$ cat src/rtl/uart_clk_pkg.sv
package uart_clk_pkg;
  localparam int unsigned BAUD_W   = 10;
  localparam int unsigned PRE_W    = 3;
  localparam int unsigned IDX_W    = 2;
  localparam int unsigned NUM_UART = 2;
  localparam int unsigned PRE_MAX  = 6;
  localparam int unsigned CTL_W    = 22;
  // control word layout
  localparam int unsigned BAUD_LSB = 0;
  localparam int unsigned IDX_LSB  = 10;
  localparam int unsigned PRE2_LSB = 12;
  localparam int unsigned PRE1_LSB = 15;
  localparam int unsigned ALT_BIT  = 19;
  localparam int unsigned GATE_LSB = 20;

  typedef struct packed {
    logic             alt;
    logic [IDX_W-1:0] idx;
    logic [PRE_W-1:0] d1;
    logic [PRE_W-1:0] d2;
  } src_cfg_t;

  function automatic logic [PRE_W-1:0] clamp_pre(input logic [PRE_W-1:0] v);
    if (v == '0) return PRE_W'(1);
    if (v > PRE_W'(PRE_MAX)) return PRE_W'(PRE_MAX);
    return v;
  endfunction

  function automatic logic [BAUD_W-1:0] clamp_div(input logic [BAUD_W-1:0] v);
    if (v == '0) return BAUD_W'(1);
    return v;
  endfunction
endpackage

$ cat src/rtl/uart_clk_regs.sv
module uart_clk_regs
  import uart_clk_pkg::*;
#(
  parameter int unsigned DATA_W = 32
) (
  input  logic                            clk_i,
  input  logic                            rst_ni,
  input  logic                            ctrl_we_i,
  input  logic [DATA_W-1:0]               ctrl_wdata_i,
  input  logic                            div2_we_i,
  input  logic [DATA_W-1:0]               div2_wdata_i,
  output logic [DATA_W-1:0]               ctrl_o,
  output logic [DATA_W-1:0]               div2_o,
  output src_cfg_t                        src_cfg_o,
  output logic [NUM_UART-1:0]             gate_o,
  output logic [NUM_UART-1:0][BAUD_W-1:0] div_o
);
  logic [CTL_W-1:0]  ctrl_q;
  logic [BAUD_W-1:0] div2_q;

  always_ff @(posedge clk_i or negedge rst_ni) begin
    if (!rst_ni) begin
      ctrl_q <= '0;
      div2_q <= '0;
    end else begin
      if (ctrl_we_i) ctrl_q <= ctrl_wdata_i[CTL_W-1:0];
      if (div2_we_i) div2_q <= div2_wdata_i[BAUD_W-1:0];
    end
  end

  assign ctrl_o = DATA_W'(ctrl_q);
  assign div2_o = DATA_W'(div2_q);

  always_comb begin
    src_cfg_o.alt = ctrl_q[ALT_BIT];
    src_cfg_o.idx = ctrl_q[IDX_LSB +: IDX_W];
    src_cfg_o.d1  = clamp_pre(ctrl_q[PRE1_LSB +: PRE_W]);
    src_cfg_o.d2  = clamp_pre(ctrl_q[PRE2_LSB +: PRE_W]);
  end

  assign gate_o   = ctrl_q[GATE_LSB +: NUM_UART];
  assign div_o[0] = clamp_div(ctrl_q[BAUD_LSB +: BAUD_W]);
  assign div_o[1] = clamp_div(div2_q);

  p_ctrl_wr_r10: assert property (@(posedge clk_i) disable iff (!rst_ni)
    $past(ctrl_we_i) |-> (ctrl_o == DATA_W'($past(ctrl_wdata_i[CTL_W-1:0]))));
  p_div2_wr_r10: assert property (@(posedge clk_i) disable iff (!rst_ni)
    $past(div2_we_i) |-> (div2_o == DATA_W'($past(div2_wdata_i[BAUD_W-1:0]))));
endmodule

$ cat src/rtl/uart_clk_divcnt.sv
module uart_clk_divcnt #(
  parameter int unsigned W = 10
) (
  input  logic         clk_i,
  input  logic         rst_ni,
  input  logic         clear_i,
  input  logic         step_i,
  input  logic [W-1:0] lim_i,
  output logic         term_o
);
  logic [W-1:0] cnt_q;
  logic         at_end;

  assign at_end = (cnt_q == lim_i - W'(1));
  assign term_o = step_i && at_end && !clear_i;

  always_ff @(posedge clk_i or negedge rst_ni) begin
    if (!rst_ni)     cnt_q <= '0;
    else if (clear_i) cnt_q <= '0;
    else if (step_i)  cnt_q <= at_end ? '0 : cnt_q + W'(1);
  end

  // limit only moves while the count is at zero, so the count never passes it
  p_cnt_range_r8: assert property (@(posedge clk_i) disable iff (!rst_ni)
    (lim_i != '0) |-> (cnt_q < lim_i));
endmodule

$ cat src/rtl/uart_clk_prediv.sv
module uart_clk_prediv
  import uart_clk_pkg::*;
#(
  parameter int unsigned NUM_ALT = 4
) (
  input  logic               clk_i,
  input  logic               rst_ni,
  input  logic               hold_i,
  input  src_cfg_t           cfg_i,
  input  logic               xtal_en_i,
  input  logic [NUM_ALT-1:0] alt_en_i,
  output logic               pre_tick_o
);
  localparam int unsigned NUM_STG = 2;
  localparam src_cfg_t CFG_RST = '{alt: 1'b0, idx: '0, d1: PRE_W'(1), d2: PRE_W'(1)};

  src_cfg_t         act_q;
  logic             src;
  logic             stg_clear;
  logic             stg_step [NUM_STG];
  logic             stg_term [NUM_STG];
  logic [PRE_W-1:0] stg_lim  [NUM_STG];

  assign src       = act_q.alt ? alt_en_i[act_q.idx] : xtal_en_i;
  assign stg_clear = hold_i || !act_q.alt;
  assign stg_lim[0] = act_q.d1;
  assign stg_lim[1] = act_q.d2;

  for (genvar s = 0; s < NUM_STG; s++) begin : g_stg
    if (s == 0) begin : g_head
      assign stg_step[s] = src;
    end else begin : g_tail
      assign stg_step[s] = stg_term[s-1];
    end
    uart_clk_divcnt #(.W(PRE_W)) u_cnt (
      .clk_i  (clk_i),
      .rst_ni (rst_ni),
      .clear_i(stg_clear),
      .step_i (stg_step[s]),
      .lim_i  (stg_lim[s]),
      .term_o (stg_term[s])
    );
  end

  assign pre_tick_o = act_q.alt ? stg_term[NUM_STG-1] : (xtal_en_i && !hold_i);

  // new source settings apply only at a cascade terminal count, or at once while idle
  always_ff @(posedge clk_i or negedge rst_ni) begin
    if (!rst_ni)                     act_q <= CFG_RST;
    else if (hold_i || pre_tick_o)   act_q <= cfg_i;
  end

  p_pre_range_r6: assert property (@(posedge clk_i) disable iff (!rst_ni)
    (act_q.d1 >= PRE_W'(1)) && (act_q.d1 <= PRE_W'(PRE_MAX)) &&
    (act_q.d2 >= PRE_W'(1)) && (act_q.d2 <= PRE_W'(PRE_MAX)));
  p_cfg_hold_r8: assert property (@(posedge clk_i) disable iff (!rst_ni)
    $past(!hold_i && !pre_tick_o) |-> $stable(act_q));
  p_alt_needs_src_r3: assert property (@(posedge clk_i) disable iff (!rst_ni)
    (act_q.alt && pre_tick_o) |-> alt_en_i[act_q.idx]);
endmodule

$ cat src/rtl/uart_clk_baud.sv
module uart_clk_baud
  import uart_clk_pkg::*;
(
  input  logic              clk_i,
  input  logic              rst_ni,
  input  logic              en_i,
  input  logic              pre_tick_i,
  input  logic [BAUD_W-1:0] div_i,
  output logic              tick_o
);
  logic [BAUD_W-1:0] lim_q;
  logic              term;
  logic              tick_q;

  uart_clk_divcnt #(.W(BAUD_W)) u_cnt (
    .clk_i  (clk_i),
    .rst_ni (rst_ni),
    .clear_i(!en_i),
    .step_i (pre_tick_i),
    .lim_i  (lim_q),
    .term_o (term)
  );

  always_ff @(posedge clk_i or negedge rst_ni) begin
    if (!rst_ni) begin
      lim_q  <= BAUD_W'(1);
      tick_q <= 1'b0;
    end else begin
      if (!en_i || term) lim_q <= div_i;
      tick_q <= term;
    end
  end

  assign tick_o = tick_q;

  p_gate_quiet_r7: assert property (@(posedge clk_i) disable iff (!rst_ni)
    !en_i |=> !tick_o);
  p_tick_cause_r9: assert property (@(posedge clk_i) disable iff (!rst_ni)
    tick_o |-> $past(pre_tick_i && en_i));
  p_lim_hold_r8: assert property (@(posedge clk_i) disable iff (!rst_ni)
    $past(en_i && !term) |-> $stable(lim_q));
endmodule

$ cat src/rtl/uart_clk_prescaler.sv
module uart_clk_prescaler
  import uart_clk_pkg::*;
#(
  parameter int unsigned DATA_W  = 32,
  parameter int unsigned NUM_ALT = 4
) (
  input  logic                clk_i,
  input  logic                rst_ni,
  input  logic                ctrl_we_i,
  input  logic [DATA_W-1:0]   ctrl_wdata_i,
  input  logic                div2_we_i,
  input  logic [DATA_W-1:0]   div2_wdata_i,
  output logic [DATA_W-1:0]   ctrl_o,
  output logic [DATA_W-1:0]   div2_o,
  input  logic                xtal_en_i,
  input  logic [NUM_ALT-1:0]  alt_en_i,
  output logic [NUM_UART-1:0] tick_o
);
  src_cfg_t                        src_cfg;
  logic [NUM_UART-1:0]             gate;
  logic [NUM_UART-1:0][BAUD_W-1:0] div;
  logic                            pre_tick;
  logic                            all_gated;

  uart_clk_regs #(.DATA_W(DATA_W)) u_regs (
    .clk_i       (clk_i),
    .rst_ni      (rst_ni),
    .ctrl_we_i   (ctrl_we_i),
    .ctrl_wdata_i(ctrl_wdata_i),
    .div2_we_i   (div2_we_i),
    .div2_wdata_i(div2_wdata_i),
    .ctrl_o      (ctrl_o),
    .div2_o      (div2_o),
    .src_cfg_o   (src_cfg),
    .gate_o      (gate),
    .div_o       (div)
  );

  assign all_gated = &gate;

  uart_clk_prediv #(.NUM_ALT(NUM_ALT)) u_prediv (
    .clk_i     (clk_i),
    .rst_ni    (rst_ni),
    .hold_i    (all_gated),
    .cfg_i     (src_cfg),
    .xtal_en_i (xtal_en_i),
    .alt_en_i  (alt_en_i),
    .pre_tick_o(pre_tick)
  );

  for (genvar u = 0; u < NUM_UART; u++) begin : g_uart
    uart_clk_baud u_baud (
      .clk_i     (clk_i),
      .rst_ni    (rst_ni),
      .en_i      (!gate[u]),
      .pre_tick_i(pre_tick),
      .div_i     (div[u]),
      .tick_o    (tick_o[u])
    );
  end
endmodule

$ cat config.mk
export PLATFORM = sky130hd
export DESIGN_NAME = uart_clk_prescaler
export DESIGN_NICKNAME = d
export VERILOG_FILES = /design/src/rtl/uart_clk_pkg.sv /design/src/rtl/uart_clk_regs.sv /design/src/rtl/uart_clk_divcnt.sv /design/src/rtl/uart_clk_prediv.sv /design/src/rtl/uart_clk_baud.sv /design/src/rtl/uart_clk_prescaler.sv
export SDC_FILE = /design/constraint.sdc
export NUM_CORES = 1
export LEC_CHECK = 0
export BUFFER_PORTS_ARGS = -buffer_cell sky130_fd_sc_hd__buf_2
export CAP_MARGIN = 0
export CORE_MARGIN = 8
export CORE_UTILIZATION = 35
export CTS_BUF_LIST = sky130_fd_sc_hd__clkbuf_16
export DETAILED_ROUTE_END_ITERATION = 12
export PLACE_DENSITY = 0.67
export SLEW_MARGIN = 20
export SYNTH_ARGS = -nofsm -noshare
export SYNTH_HDL_FRONTEND = slang
export SYNTH_SLANG_ARGS = --single-unit
$ cat constraint.sdc
create_clock -name clk_i -period 4.56 [get_ports clk_i]
set_input_delay 0.456 -clock clk_i [delete_from_list [all_inputs] [get_ports clk_i]]
set_output_delay 0.456 -clock clk_i [all_outputs]
set_load 0.005 [all_outputs]
==> Yosys cells after proc, flatten, opt, wreduce, memory -nomap -nowiden <==
Index checks and enable logic that the tools add are counted.
{ "op_classes": {"n_addsub": 8, "magnitude_cmp": 3, "n_eq_ne": 4, "muxes": 36, "n_reduce_logical": 27} }
{ "op_table": {"columns": ["operator", "count"], "rows": [
  ["2-to-1 mux 10 bit", 10],
  ["2-to-1 mux 3 bit", 14],
  ["adder 10 x 1 -> 10 bit, second input constant", 2],
  ["== test 10 bit", 2],
  ["zero test 10 bit", 2],
  ["subtractor 10 x 1 -> 10 bit, second input constant", 2],
  ["2-to-1 mux 1 bit", 11],
  ["logical AND 1 bit", 9],
  ["nonzero test 2 bit", 4],
  ["adder 3 x 1 -> 3 bit, second input constant", 2],
  ["== test 3 bit", 2],
  ["> comparator 3 bit, second input constant", 2],
  ["zero test 3 bit", 2],
  ["subtractor 3 x 1 -> 3 bit, second input constant", 2],
  ["zero test 1 bit", 5],
  ["logical OR 1 bit", 4],
  ["< comparator 2 x 3 -> 1 bit, second input constant", 1],
  ["binary-select mux 1 bit (select 2 bit)", 1],
  ["AND reduction 2 bit", 1]
]} }
{ "word_totals": {"ff_bits": 89} }

==> Logic depth before layout (Yosys ltp) <==
Gate-level depths: netlist of the first run.
{ "depth": {"ltp_word": 11, "mapped_depth": 12} }

==> Hierarchy <==
From an unflattened synthesis of the first run, not the netlist that was laid out.
{ "unflattened": {"cells_unflattened": 501, "hier_area_um2": 5474.0} }
{ "modules_own_cells": {"columns": ["mod", "n_inst", "cells_per_inst", "area_per_inst_um2"], "rows": [
  ["uart_clk_divcnt at g_uart[0].u_baud.u_cnt ...", 2, 112, 954.7],
  ["uart_clk_regs", 1, 146, 1690.4],
  ["uart_clk_baud", 2, 24, 447.9],
  ["uart_clk_divcnt at u_prediv.g_stg[0].u_cnt ...", 2, 25, 259.0],
  ["uart_clk_prediv", 1, 30, 446.7],
  ["uart_clk_prescaler", 1, 3, 13.8]
]} }

==> Worst setup path before layout of the first run <==
OpenSTA, ideal clock, no wires.
{ "synth_timing": {"path_type": "register to register", "start": "register u_prediv.act_q[3] (netlist bit)", "end": "register u_prediv.act_q[5] (netlist bit)", "setup_ps": 125, "arrival_ps": 2628, "required_ps": 4435, "setup_slack_ps": 1808, "stages_incl_launch_ff": 11, "period_less_slack_ps": 2752, "path_cell_list": "dfstp_2 inv_1 ha_1 xnor2_1 nor3_2 or3b_1 buf_2 a2bb2oi_1 nand2_1 clkbuf_1 mux2_2"} }
{ "synth_via": {"elab_chain_len": 8} }
{ "synth_lines": {"columns": ["element", "line", "rtl"], "rows": [
  ["from (decl)", "uart_clk_prediv.sv:17", "src_cfg_t act_q;"],
  ["from (signal assigned)", "uart_clk_prediv.sv:50", "else if (hold_i || pre_tick_o) act_q <= cfg_i;"],
  ["subtractor 3 x 1 -> 3 bit", "uart_clk_divcnt.sv:14", "assign at_end = (cnt_q == lim_i - W'(1));"],
  ["== test 3 bit", "uart_clk_divcnt.sv:14", null],
  ["logical AND 1 bit (4 in a row)", "uart_clk_divcnt.sv:15", "assign term_o = step_i && at_end && !clear_i;"],
  ["2-to-1 mux 1 bit", "uart_clk_prediv.sv:45", "assign pre_tick_o = act_q.alt ? stg_term[NUM_STG-1] : (xtal_en_i && !hold_i);"],
  ["logical OR 1 bit", "uart_clk_prediv.sv:50", null]
]} }
Every way passes these cells.
A chain may end at the register's enable or synchronous reset.

==> Worst setup path after layout of the first run <==
{ "layout_timing": {"start": "register g_uart[0].u_baud.lim_q[0]", "end": "register g_uart[0].u_baud.lim_q[7]"} }
{ "layout_via": {"elab_chain_len": 5} }
{ "layout_lines": {"columns": ["element", "line", "rtl"], "rows": [
  ["from (decl)", "uart_clk_baud.sv:11", "logic [BAUD_W-1:0] lim_q;"],
  ["from (signal assigned)", "uart_clk_baud.sv:29", "if (!en_i || term) lim_q <= div_i;"],
  ["subtractor 10 x 1 -> 10 bit", "uart_clk_divcnt.sv:14", null],
  ["== test 10 bit", "uart_clk_divcnt.sv:14", null],
  ["logical AND 1 bit (2 in a row)", "uart_clk_divcnt.sv:15", null],
  ["logical OR 1 bit", "uart_clk_baud.sv:29", null]
]} }
Every way passes these cells.

==> run metrics, run 1 <==
width of the die=135 µm; endpoint of the worst register-to-register path=g_uart[0].u_baud.lim_q[7]; Ports=approximately 140; Synth Flop Type=sky130_fd_sc_hd__dfrtp_1; area used by multi-input combinational logic=around 0.0024 mm²; number of cells traversed by the worst register-to-register path=9; total wire length after detailed routing=~10000 µm; Sequential Area=~0.0022 mm²; pin count of the biggest net entering global routing=90; iteration count of the initial detailed-routing pass=4; die area=about 0.018 mm²; H-tree lvl count=3; number of standard-cell rows in the floorplan=43; crit path capture=g_uart[0].u_baud.lim_q[7]; HPWL after detailed placement=around 7500 µm; number of synthesized register bits=89; Hold/Removal Path Class=in2async; Cells after Synth=approximately 470; Yosys top cell by area=sky130_fd_sc_hd__dfrtp_1; Met1 Routed Length=4310 µm; setup slack of the worst register-to-register path=1.03 ns; CTS Root Cell=sky130_fd_sc_hd__clkbuf_16; critical path required time=roughly 4.8 ns; Layout area overhead=12.8%; fraction of the mapped netlist area in adder cells=0.0222; switching share of power=0.322; Setup Buffers After CTS=0; xor-xnor portion of the synthesized cell area=0.0556; initial core utilization=0.358; sequential element share of the synthesized area=0.451; Worst setup startpoint=g_uart[0].u_baud.lim_q[0]; fin crit share=0.775; top cells by count, synth=sky130_fd_sc_hd__dfrtp_1 (85), sky130_fd_sc_hd__mux2_2 (45), sky130_fd_sc_hd__buf_4 (39); layout cell share with drive strength beyond 1=0.285; Final Core Density=0.404; share of synthesized cell area in and, or, nand and nor gates=0.153; fraction of post-synthesis cell area in the top cell type by area=0.430; top layer reached by signal wires=met4; clk slew on worst S/H paths=0.06 ns; main area contributors after synthesis=sky130_fd_sc_hd__dfrtp_1 (43%), sky130_fd_sc_hd__mux2_2 (10%), sky130_fd_sc_hd__buf_4 (5.9%); CP Cell Sequence=inv_1 > ha_1 > xor2_1 > nand2_1 > a211oi_1 > nand4_1 > or4_1 > o21bai_1 > mux2_2; combinational share of power=0.261; area inside the core boundary=between 0.01 and 0.015 mm²; largest family of logic cells by synthesized area=simple AND/OR/NAND/NOR gates; GPL Wtd Cong=0.826; total track usage=0.109; outcome=finished, final reports clean; total leakage power=around 2.5 nW; launching point of the worst reg2reg path=g_uart[0].u_baud.lim_q[0]; Post-synth EDFFs=0; most frequent cell after synthesis=sky130_fd_sc_hd__dfrtp_1; mux share of post-synthesis cell area=0.133; transition at the pin with the smallest max-transition slack=between 0.8 and 0.9 ns; Max Buffers Root-to-Sink=2; vertical extent of the die=135 µm; summed instance area of the synthesized netlist=about 0.005 mm²; Critical Path AT=~3.8 ns; quantity of hold-fixing buffers added after cts=0; Max Cap Violations=0; detail-routed net length per standard cell=around 14 µm; Pint=between 1.5 and 2 mW; Filler Cells Inserted=around 1300; Synth warnings=0; DRC violation total after the first TritonRoute iteration=between 150 and 200; total congestion overflow=0; average via count per standard cell=approximately 5; Synth async-reset ratio=1.00; Met2 Wirelength=4810 µm; number of endpoints failing setup at the final stage=0; Distinct cells, synth=56; detailed-routed wire length on met3=~690 µm; clock tree from TritonCTS=done; longest individual stage delay on the worst path=about 0.8 ns; slowest library cell on the worst path=sky130_fd_sc_hd__o21bai_1; Switching Power=between 0.7 and 0.8 mW; area fraction in compound gates after synthesis=0.0983; number of global-route vias before repair=between 3000 and 4000; kind of critical path=reg2reg; synthesized area divided by synthesized cell count=~11 µm²; type of element capturing the critical path=register; Final Skew=0.00791 ns; clk_lat worst skew=roughly 0.35 ns; number of pins with negative max-slew slack in the final report=0; maximum frequency from static timing analysis=between 0.2 and 0.3 GHz; detailed-route via count=between 3000 and 4000; unrepaired setup endpoints after global routing=false; final-layout worst hold slack=approximately 0.18 ns; initial antenna violation count=0; worst vdd ir=around 0.00033 V; final layout net count=605; number of buffers inserted by port buffering=74; number of gates resized after cts=0; clock period minus final worst setup slack=3.53 ns; first-pass GRT wire length=16300 µm; TritonCTS buffer count=9; peak fanout along the critical path=15; PwrDens=approximately 430 mW/mm²; sort of element at the start of the critical path=register; ANT nets after route=0; Relative slew margins=0.413; Final Hold Violating Endpoints=0; fraction of power consumed by the clock network=0.292; accumulated negative setup slack=0 ns; final antenna diode count=0; clock sink count=around 90; part of the total power dissipated in sequential elements=0.446; number of remaining DRC errors=0
-- power groups by stage --
stage	Clock (mW)	Combinational, mW	Sequential (mW)
2_1_floorplan	0	0.517	1.04
3_3_place_gp	0	0.598	1.07
3_5_place_dp	0	0.630	1.08
4_1_cts	0.717	0.635	1.07
5_1_grt	0.746	0.701	1.09
6_report	0.698	0.624	1.07
-- metrics by stage --
stage / std cells / instance area (µm²) / setup WS, ns / power (mW)
2_1_floorplan: 497 / 5070 / 1.81 / 1.56
6_report: 709 / 5580 / 1.03 / 2.39
5_1_grt: 709 / 5580 / 0.809 / 2.54
3_3_place_gp: 693 / 5300 / 1.08 / 1.67
4_1_cts: 709 / 5580 / 1.00 / 2.42
3_5_place_dp: 693 / 5300 / 1.02 / 1.71
-- kinds of logic (layout without fill, tap and decap cells) --
group                    after synthesis  in the layout
XOR/XNOR                              28             28
other                                  1             32
flip-flops                            89             89
buffers and inverters                 71            103
AND/OR/NAND/NOR                      138            138
AO/OA/AOI/OAI                         72             72
adder cells (fa/ha/maj)                9              9
multiplexers                          58             58
-- worst max-delay path: cells and delay by family (launching register included) --
kind	cells	cell delay, ns
fa+ha+maj	1	0.31
xor+xnor	1	0.17
compound gates	2	1.04
flops	1	0.56
buf+inv	1	0.06
mux	1	0.41
simple gates	3	0.87
-- sequential cells by signal (all words and copies together) (netlist names) --
signal	flops
g_uart.u_baud.lim_q	20
g_uart.u_baud.tick_o	2
g_uart.u_baud.u_cnt.cnt_q	20
u_prediv.act_q	9
u_prediv.g_stg.u_cnt.cnt_q	6
u_regs.ctrl_q	22
u_regs.div2_q	10
-- area by class of cell --
| cell class | instances | share of cell area |
|---|---|---|
| multi-input cells | 337 | 0.433 |
| flip-flops and latches | 89 | 0.400 |
| repair buffers | 75 | 0.0688 |
| clock buffers | 9 | 0.0403 |
| well taps | 180 | 0.0403 |
| clock inverters | 7 | 0.00964 |
| inverters | 12 | 0.00807 |
-- cell usage in the layout (no fill, tap or decap), types with 3 or more instances in the layout --
cell type and n:
sky130_fd_sc_hd__conb_1 32, sky130_fd_sc_hd__dfrtp_1 85, sky130_fd_sc_hd__a31oi_1 9, sky130_fd_sc_hd__xor2_1 7, sky130_fd_sc_hd__mux2i_1 3, sky130_fd_sc_hd__nand3_1 12, sky130_fd_sc_hd__nor4_1 4, sky130_fd_sc_hd__nor2b_1 13
sky130_fd_sc_hd__buf_2 73, sky130_fd_sc_hd__o21ai_0 16, sky130_fd_sc_hd__a22o_1 8, sky130_fd_sc_hd__nand2b_1 4, sky130_fd_sc_hd__nor3b_1 7, sky130_fd_sc_hd__and3_1 10, sky130_fd_sc_hd__ha_1 8, sky130_fd_sc_hd__a21oi_1 20
sky130_fd_sc_hd__inv_1 12, sky130_fd_sc_hd__xnor2_1 19, sky130_fd_sc_hd__mux2_2 45, sky130_fd_sc_hd__clkbuf_16 9, sky130_fd_sc_hd__nor2_1 22, sky130_fd_sc_hd__o31ai_1 7, sky130_fd_sc_hd__nand2_1 30, sky130_fd_sc_hd__nor3_1 15
sky130_fd_sc_hd__mux2_1 9, sky130_fd_sc_hd__dfstp_2 4
-- per-layer routing --
| layer | up-vias | track usage |
|---|---|---|
| met5 | - | 0 |
| met4 | 0 | 0.0462 |
| met3 | 11 | 0.0327 |
| met2 | 104 | 0.184 |
| met1 | 1716 | 0.125 |
| li1 | 1706 | - |
-- how the worst min path moves through the flow --
stage | start | endpoint | slack [ns] | cells after the start
finish | rst_ni | u_regs.ctrl_q[7] | 0.18 | 1
global route | rst_ni | u_regs.ctrl_q[9] | 0.25 | 1
CTS | div2_wdata_i[3] | u_regs.div2_q[3] | 0.32 | 2
floorplan | rst_ni | g_uart[0].u_baud.lim_q[1] | 0.16 | 0
global placement | u_regs.ctrl_q[18] | u_regs.ctrl_q[18] | 0.49 | 1
detailed placement | u_regs.ctrl_q[18] | u_regs.ctrl_q[18] | 0.49 | 1
Power figures use the tool's default switching activity.
==> run 2, diff against run 1 <==
--- a/config.mk
+++ b/config.mk
@@ -11,7 +11,7 @@
 export CORE_UTILIZATION = 35
 export CTS_BUF_LIST = sky130_fd_sc_hd__clkbuf_16
 export DETAILED_ROUTE_END_ITERATION = 12
-export PLACE_DENSITY = 0.67
+export PLACE_DENSITY = 0.7
 export SLEW_MARGIN = 20
 export SYNTH_ARGS = -nofsm -noshare
 export SYNTH_HDL_FRONTEND = slang
==> constraint.sdc (replaced) <==
create_clock -name clk_i -period 3.1 [get_ports clk_i]
set_input_delay 0.31 -clock clk_i [delete_from_list [all_inputs] [get_ports clk_i]]
set_output_delay 0.31 -clock clk_i [all_outputs]
set_load 0.005 [all_outputs]
==> run metrics, run 2 (synthesized netlist as in run 1, its figures left out) <==
PwrDens=652 mW/mm²; number of endpoints failing setup at the final stage=0; initial antenna violation count=0; violated checks=negative hold slack; number of remaining DRC errors=0; Max Buffers Root-to-Sink=2; pre-CTS setup slack=about 0.15 ns; final-layout worst hold slack=-0.0308 ns; non-filler instance count after layout=~720; Layout area overhead=15.1%; TritonCTS buffer count=9; number of buffers inserted by port buffering=74; width of the die=about 130 µm; largest reg by FF count=u_regs.ctrl_q; peak fanout along the critical path=12; pin count of the biggest net entering global routing=90; quantity of hold-fixing buffers added after cts=0; clk slew on worst S/H paths=about 0.07 ns; Hold/Removal Path Class=in2async; kind of critical path=reg2reg; clock tree from TritonCTS=done; GPL Wtd Cong=around 0.82; first-pass GRT wire length=roughly 17000 µm; Relative slew margins=0.598; most frequent standard cell in the layout excluding fill and tap cells=sky130_fd_sc_hd__dfrtp_1; accumulated negative setup slack=0 ns; total track usage=0.116; sort of element at the start of the critical path=register; number of global-route vias before repair=roughly 3700; worst vdd ir=about 0.00044 V; Critical Path AT=approximately 3.2 ns; layout cell share with drive strength beyond 1=0.291; clock sink count=89; final instance area=0.00570 mm²; total wire length after detailed routing=10300 µm; number of cells traversed by the worst register-to-register path=10; Regs by FF count=u_regs.ctrl_q (22), g_uart.u_baud.lim_q (20), g_uart.u_baud.u_cnt.cnt_q (20); number of pins with negative max-slew slack in the final report=0; Final Hold Violating Endpoints=26; CTS Root Cell=sky130_fd_sc_hd__clkbuf_16; unrepaired setup endpoints after global routing=false; final worst setup slack=approximately 0.19 ns; top library cells by usage in the layout, fill and taps aside=sky130_fd_sc_hd__dfrtp_1 (85), sky130_fd_sc_hd__buf_2 (73), sky130_fd_sc_hd__mux2_2 (45); H-tree lvl count=3; vertical extent of the die=135 µm; detail-routed net length per standard cell=14.3 µm; Ports=between 100 and 150; DRC violation total after the first TritonRoute iteration=roughly 130; number of gates resized after cts=0; fin crit share=0.939; number of flip-flops under the largest register name=22; type of element capturing the critical path=register; Setup Buffers After CTS=0; HPWL after detailed placement=roughly 7500 µm; maximum frequency from static timing analysis=roughly 0.34 GHz; total congestion overflow=0; die area=about 0.018 mm²; area inside the core boundary=about 0.014 mm²; iteration count of the initial detailed-routing pass=4; outcome=complete, but fails checks; clock period minus final worst setup slack=~2.9 ns; transition at the pin with the smallest max-transition slack=roughly 0.6 ns; average via count per standard cell=about 5.0; area post-placement=between 0.005 and 0.006 mm²; clk_lat worst skew=0.35 ns; Final Core Density=0.412; count of placed standard cells including taps=700; sum of internal, switching and leakage power=around 3.7 mW; Max Cap Violations=0; final antenna diode count=0; total leakage power=2.57 nW; Final Skew=between 0.006 and 0.007 ns; number of standard-cell rows in the floorplan=43; initial core utilization=0.358; critical path required time=3.34 ns; ANT nets after route=0; detailed-route via count=between 3000 and 4000; final layout net count=a little over 600
-- run 2: cell count changes in the layout (fill, tap and decap cells not counted), sizes merged --
cell,change
clkinv,-1
inv,+1
bufinv,+2
buf,+7
clkinvlp,-2
-- run 2: final timing paths --
path                                           start                              end  slack, ns
max                        g_uart[1].u_baud.lim_q[1]  g_uart[1].u_baud.u_cnt.cnt_q[8]       0.19
min                                           rst_ni        g_uart[0].u_baud.lim_q[4]      -0.03
max reg2reg                g_uart[1].u_baud.lim_q[1]  g_uart[1].u_baud.u_cnt.cnt_q[8]       0.19
min reg2reg                        u_regs.ctrl_q[18]                u_regs.ctrl_q[18]       0.51
max in group asynchronous                     rst_ni        g_uart[1].u_baud.lim_q[0]       2.68
min in group clk_i                   div2_wdata_i[9]                 u_regs.div2_q[9]       0.19
-- run 2: area by class of cell --
type / instances / area [µm²]
clock inverters: 7 / 93.8
clock buffers: 9 / 225
well taps: 180 / 225
flip-flops and latches: 89 / 2230
repair buffers: 82 / 445
fillers: 1334 / 8130
multi-input cells: 337 / 2430
inverters: 12 / 45.0
-- run 2: per-layer routing --
metal	up-vias	wire (µm)	part of all wire	track usage
met5	-	0	0	0
met4	0	170	0.017	0.0449
met3	18	700	0.068	0.0334
met2	116	4940	0.48	0.197
met1	1719	4460	0.43	0.137
li1	1716	-	-	-
-- run 2: critical path: stages (launching register included) --
cell and delay [ns]:
sky130_fd_sc_hd__dfrtp_1 0.40, sky130_fd_sc_hd__inv_1 0.07, sky130_fd_sc_hd__ha_1 0.21, sky130_fd_sc_hd__or4b_1 0.58, sky130_fd_sc_hd__nor4b_2 0.29, sky130_fd_sc_hd__a31oi_1 0.06
sky130_fd_sc_hd__a31o_1 0.26, sky130_fd_sc_hd__a221oi_4 0.32, sky130_fd_sc_hd__buf_4 0.24, sky130_fd_sc_hd__nor3_2 0.11, sky130_fd_sc_hd__a22o_1 0.25
-- run 2: where the power goes --
part | leakage [nW] | internal (mW) | switching (mW)
sequential | 1.10 | 1.36 | 0.212
combinational | 1.32 | 0.501 | 0.463
clock | 0.159 | 0.708 | 0.468
==> run 3, diff against run 2 <==
--- a/config.mk
+++ b/config.mk
@@ -7,11 +7,12 @@
 export LEC_CHECK = 0
 export BUFFER_PORTS_ARGS = -buffer_cell sky130_fd_sc_hd__buf_2
 export CAP_MARGIN = 0
-export CORE_MARGIN = 8
+export CORE_MARGIN = 3
 export CORE_UTILIZATION = 35
 export CTS_BUF_LIST = sky130_fd_sc_hd__clkbuf_16
 export DETAILED_ROUTE_END_ITERATION = 12
-export PLACE_DENSITY = 0.7
+export PLACE_DENSITY = 0.67
+export SKIP_LAST_GASP = 1
 export SLEW_MARGIN = 20
 export SYNTH_ARGS = -nofsm -noshare
 export SYNTH_HDL_FRONTEND = slang
==> constraint.sdc (replaced) <==
create_clock -name clk_i -period 3.2 [get_ports clk_i]
set_input_delay 0.32 -clock clk_i [delete_from_list [all_inputs] [get_ports clk_i]]
set_output_delay 0.32 -clock clk_i [all_outputs]
set_load 0.005 [all_outputs]
==> run metrics, run 3 (synthesized netlist as in run 1, its figures left out) <==
average via count per standard cell=between 4 and 5; clk slew on worst S/H paths=0.07 ns; layout cell share with drive strength beyond 1=0.295; clock sink count=between 80 and 90; Max Cap Violations=0; final antenna diode count=0; Layout area overhead=14.7%; HPWL after detailed placement=slightly above 7000 µm; number of standard-cell rows in the floorplan=42; iteration count of the initial detailed-routing pass=5; CP Cell Sequence=inv_1 > ha_1 > or4b_1 > nor4b_2 > a31oi_1 > a31o_1 > a221oi_4 > buf_4 > nor3b_1; Regs by FF count=u_regs.ctrl_q (22), g_uart.u_baud.lim_q (20), g_uart.u_baud.u_cnt.cnt_q (20); H-tree lvl count=3; number of remaining DRC errors=0; Setup Buffers After CTS=0; sort of element at the start of the critical path=register; detailed-route via count=around 3500; vertical extent of the die=between 100 and 150 µm; transition at the pin with the smallest max-transition slack=between 0.7 and 0.8 ns; TritonCTS buffer count=9; number of pins with negative max-slew slack in the final report=0; CP bufs+invs=2; worst vdd ir=approximately 0.00038 V; final layout net count=612; Relative slew margins=0.517; peak fanout along the critical path=12; width of the die=125 µm; clock period minus final worst setup slack=between 3 and 4 ns; detail-routed net length per standard cell=between 10 and 15 µm; die area=roughly 0.016 mm²; Hold/Removal Path Class=in2async; number of global-route vias before repair=between 3000 and 4000; Max Buffers Root-to-Sink=2; final-layout worst hold slack=around 0.037 ns; initial antenna violation count=0; number of buffers inserted by port buffering=74; total leakage power=roughly 2.6 nW; Final Hold Violating Endpoints=0; type of element capturing the critical path=register; Final Core Density=0.419; total track usage=0.127; slowest library cell on the worst path=sky130_fd_sc_hd__or4b_1; initial core utilization=0.365; GPL Wtd Cong=~0.77; ANT nets after route=0; clock tree from TritonCTS=done; DRC violation total after the first TritonRoute iteration=~170; Final Skew=0.00743 ns; final instance area=0.00568 mm²; sum of internal, switching and leakage power=3.57 mW; total congestion overflow=0; top library cells by usage in the layout, fill and taps aside=sky130_fd_sc_hd__dfrtp_1 (85), sky130_fd_sc_hd__buf_2 (73), sky130_fd_sc_hd__mux2_2 (45); longest individual stage delay on the worst path=0.57 ns; critical path required time=~3.4 ns; area post-placement=0.00535 mm²; fin crit share=0.939; pin count of the biggest net entering global routing=60; most frequent standard cell in the layout excluding fill and tap cells=sky130_fd_sc_hd__dfrtp_1; clk_lat worst skew=about 0.35 ns; maximum frequency from static timing analysis=about 0.33 GHz; first-pass GRT wire length=approximately 16000 µm; area inside the core boundary=between 0.01 and 0.015 mm²; PwrDens=approximately 630 mW/mm²; number of endpoints failing setup at the final stage=0; cell class contributing the biggest share of worst-path delay=simple AND/OR/NAND/NOR gates; total wire length after detailed routing=around 9600 µm; unrepaired setup endpoints after global routing=false; accumulated negative setup slack=0 ns; CTS Root Cell=sky130_fd_sc_hd__clkbuf_16; number of flip-flops under the largest register name=22; largest reg by FF count=u_regs.ctrl_q; outcome=finished, final reports clean; Critical Path AT=roughly 3.2 ns; Ports=~140; kind of critical path=reg2reg
run 3: final cells by class:
class,instances,area (µm²)
fillers,1292,7880
well taps,176,220
inverters,12,45.0
flip-flops and latches,89,2230
multi-input cells,337,2420
clock inverters,7,98.8
clock buffers,9,225
repair buffers,82,433
run 3: where the power goes:
part | leakage [nW] | switching [mW] | total, mW | internal (mW)
sequential | 1.10 | 0.202 | 1.52 | 1.32
combinational | 1.31 | 0.431 | 0.900 | 0.469
clock | 0.157 | 0.461 | 1.15 | 0.691
run 3: worst paths after layout:
check                                          start                         to  slack, ns  depth (start not counted)
min in group clk_i                  ctrl_wdata_i[20]          u_regs.ctrl_q[20]       0.20                          2
max                        g_uart[1].u_baud.lim_q[1]    g_uart[1].u_baud.tick_o       0.20                          9
min reg2reg                        u_regs.ctrl_q[18]          u_regs.ctrl_q[18]       0.50                          1
max reg2reg                g_uart[1].u_baud.lim_q[1]    g_uart[1].u_baud.tick_o       0.20                          9
max in group asynchronous                     rst_ni          u_prediv.act_q[0]       2.42                          2
min                                           rst_ni  g_uart[0].u_baud.lim_q[2]       0.04                          1
run 3: per-stage QoR:
step                      setup WS (ns)  std cells
final                             0.195        712
after global routing             0.0454        712
after CTS                         0.134        712
after detailed placement          0.166        696
after global placement            0.240        696
after floorplan                   0.448        497
run 3: layer usage:
metal | global-route usage | wire length (µm)
met1 | 0.156 | 4220
met2 | 0.208 | 4610
met3 | 0.0416 | 645
met4 | 0.0485 | 126
met5 | 0 | 0
run 3: worst register-to-register path, stage by stage (launching register included):
cell and delay (ns):
sky130_fd_sc_hd__dfrtp_1 0.41, sky130_fd_sc_hd__inv_1 0.07, sky130_fd_sc_hd__ha_1 0.22, sky130_fd_sc_hd__or4b_1 0.57, sky130_fd_sc_hd__nor4b_2 0.30, sky130_fd_sc_hd__a31oi_1 0.06
sky130_fd_sc_hd__a31o_1 0.26, sky130_fd_sc_hd__a221oi_4 0.34, sky130_fd_sc_hd__buf_4 0.26, sky130_fd_sc_hd__nor3b_1 0.37
run 3: repair_timing:
item,CTS,global route
gates resized for setup,0,1
hold buffers,0,0
endpoints found under the setup margin,0,3
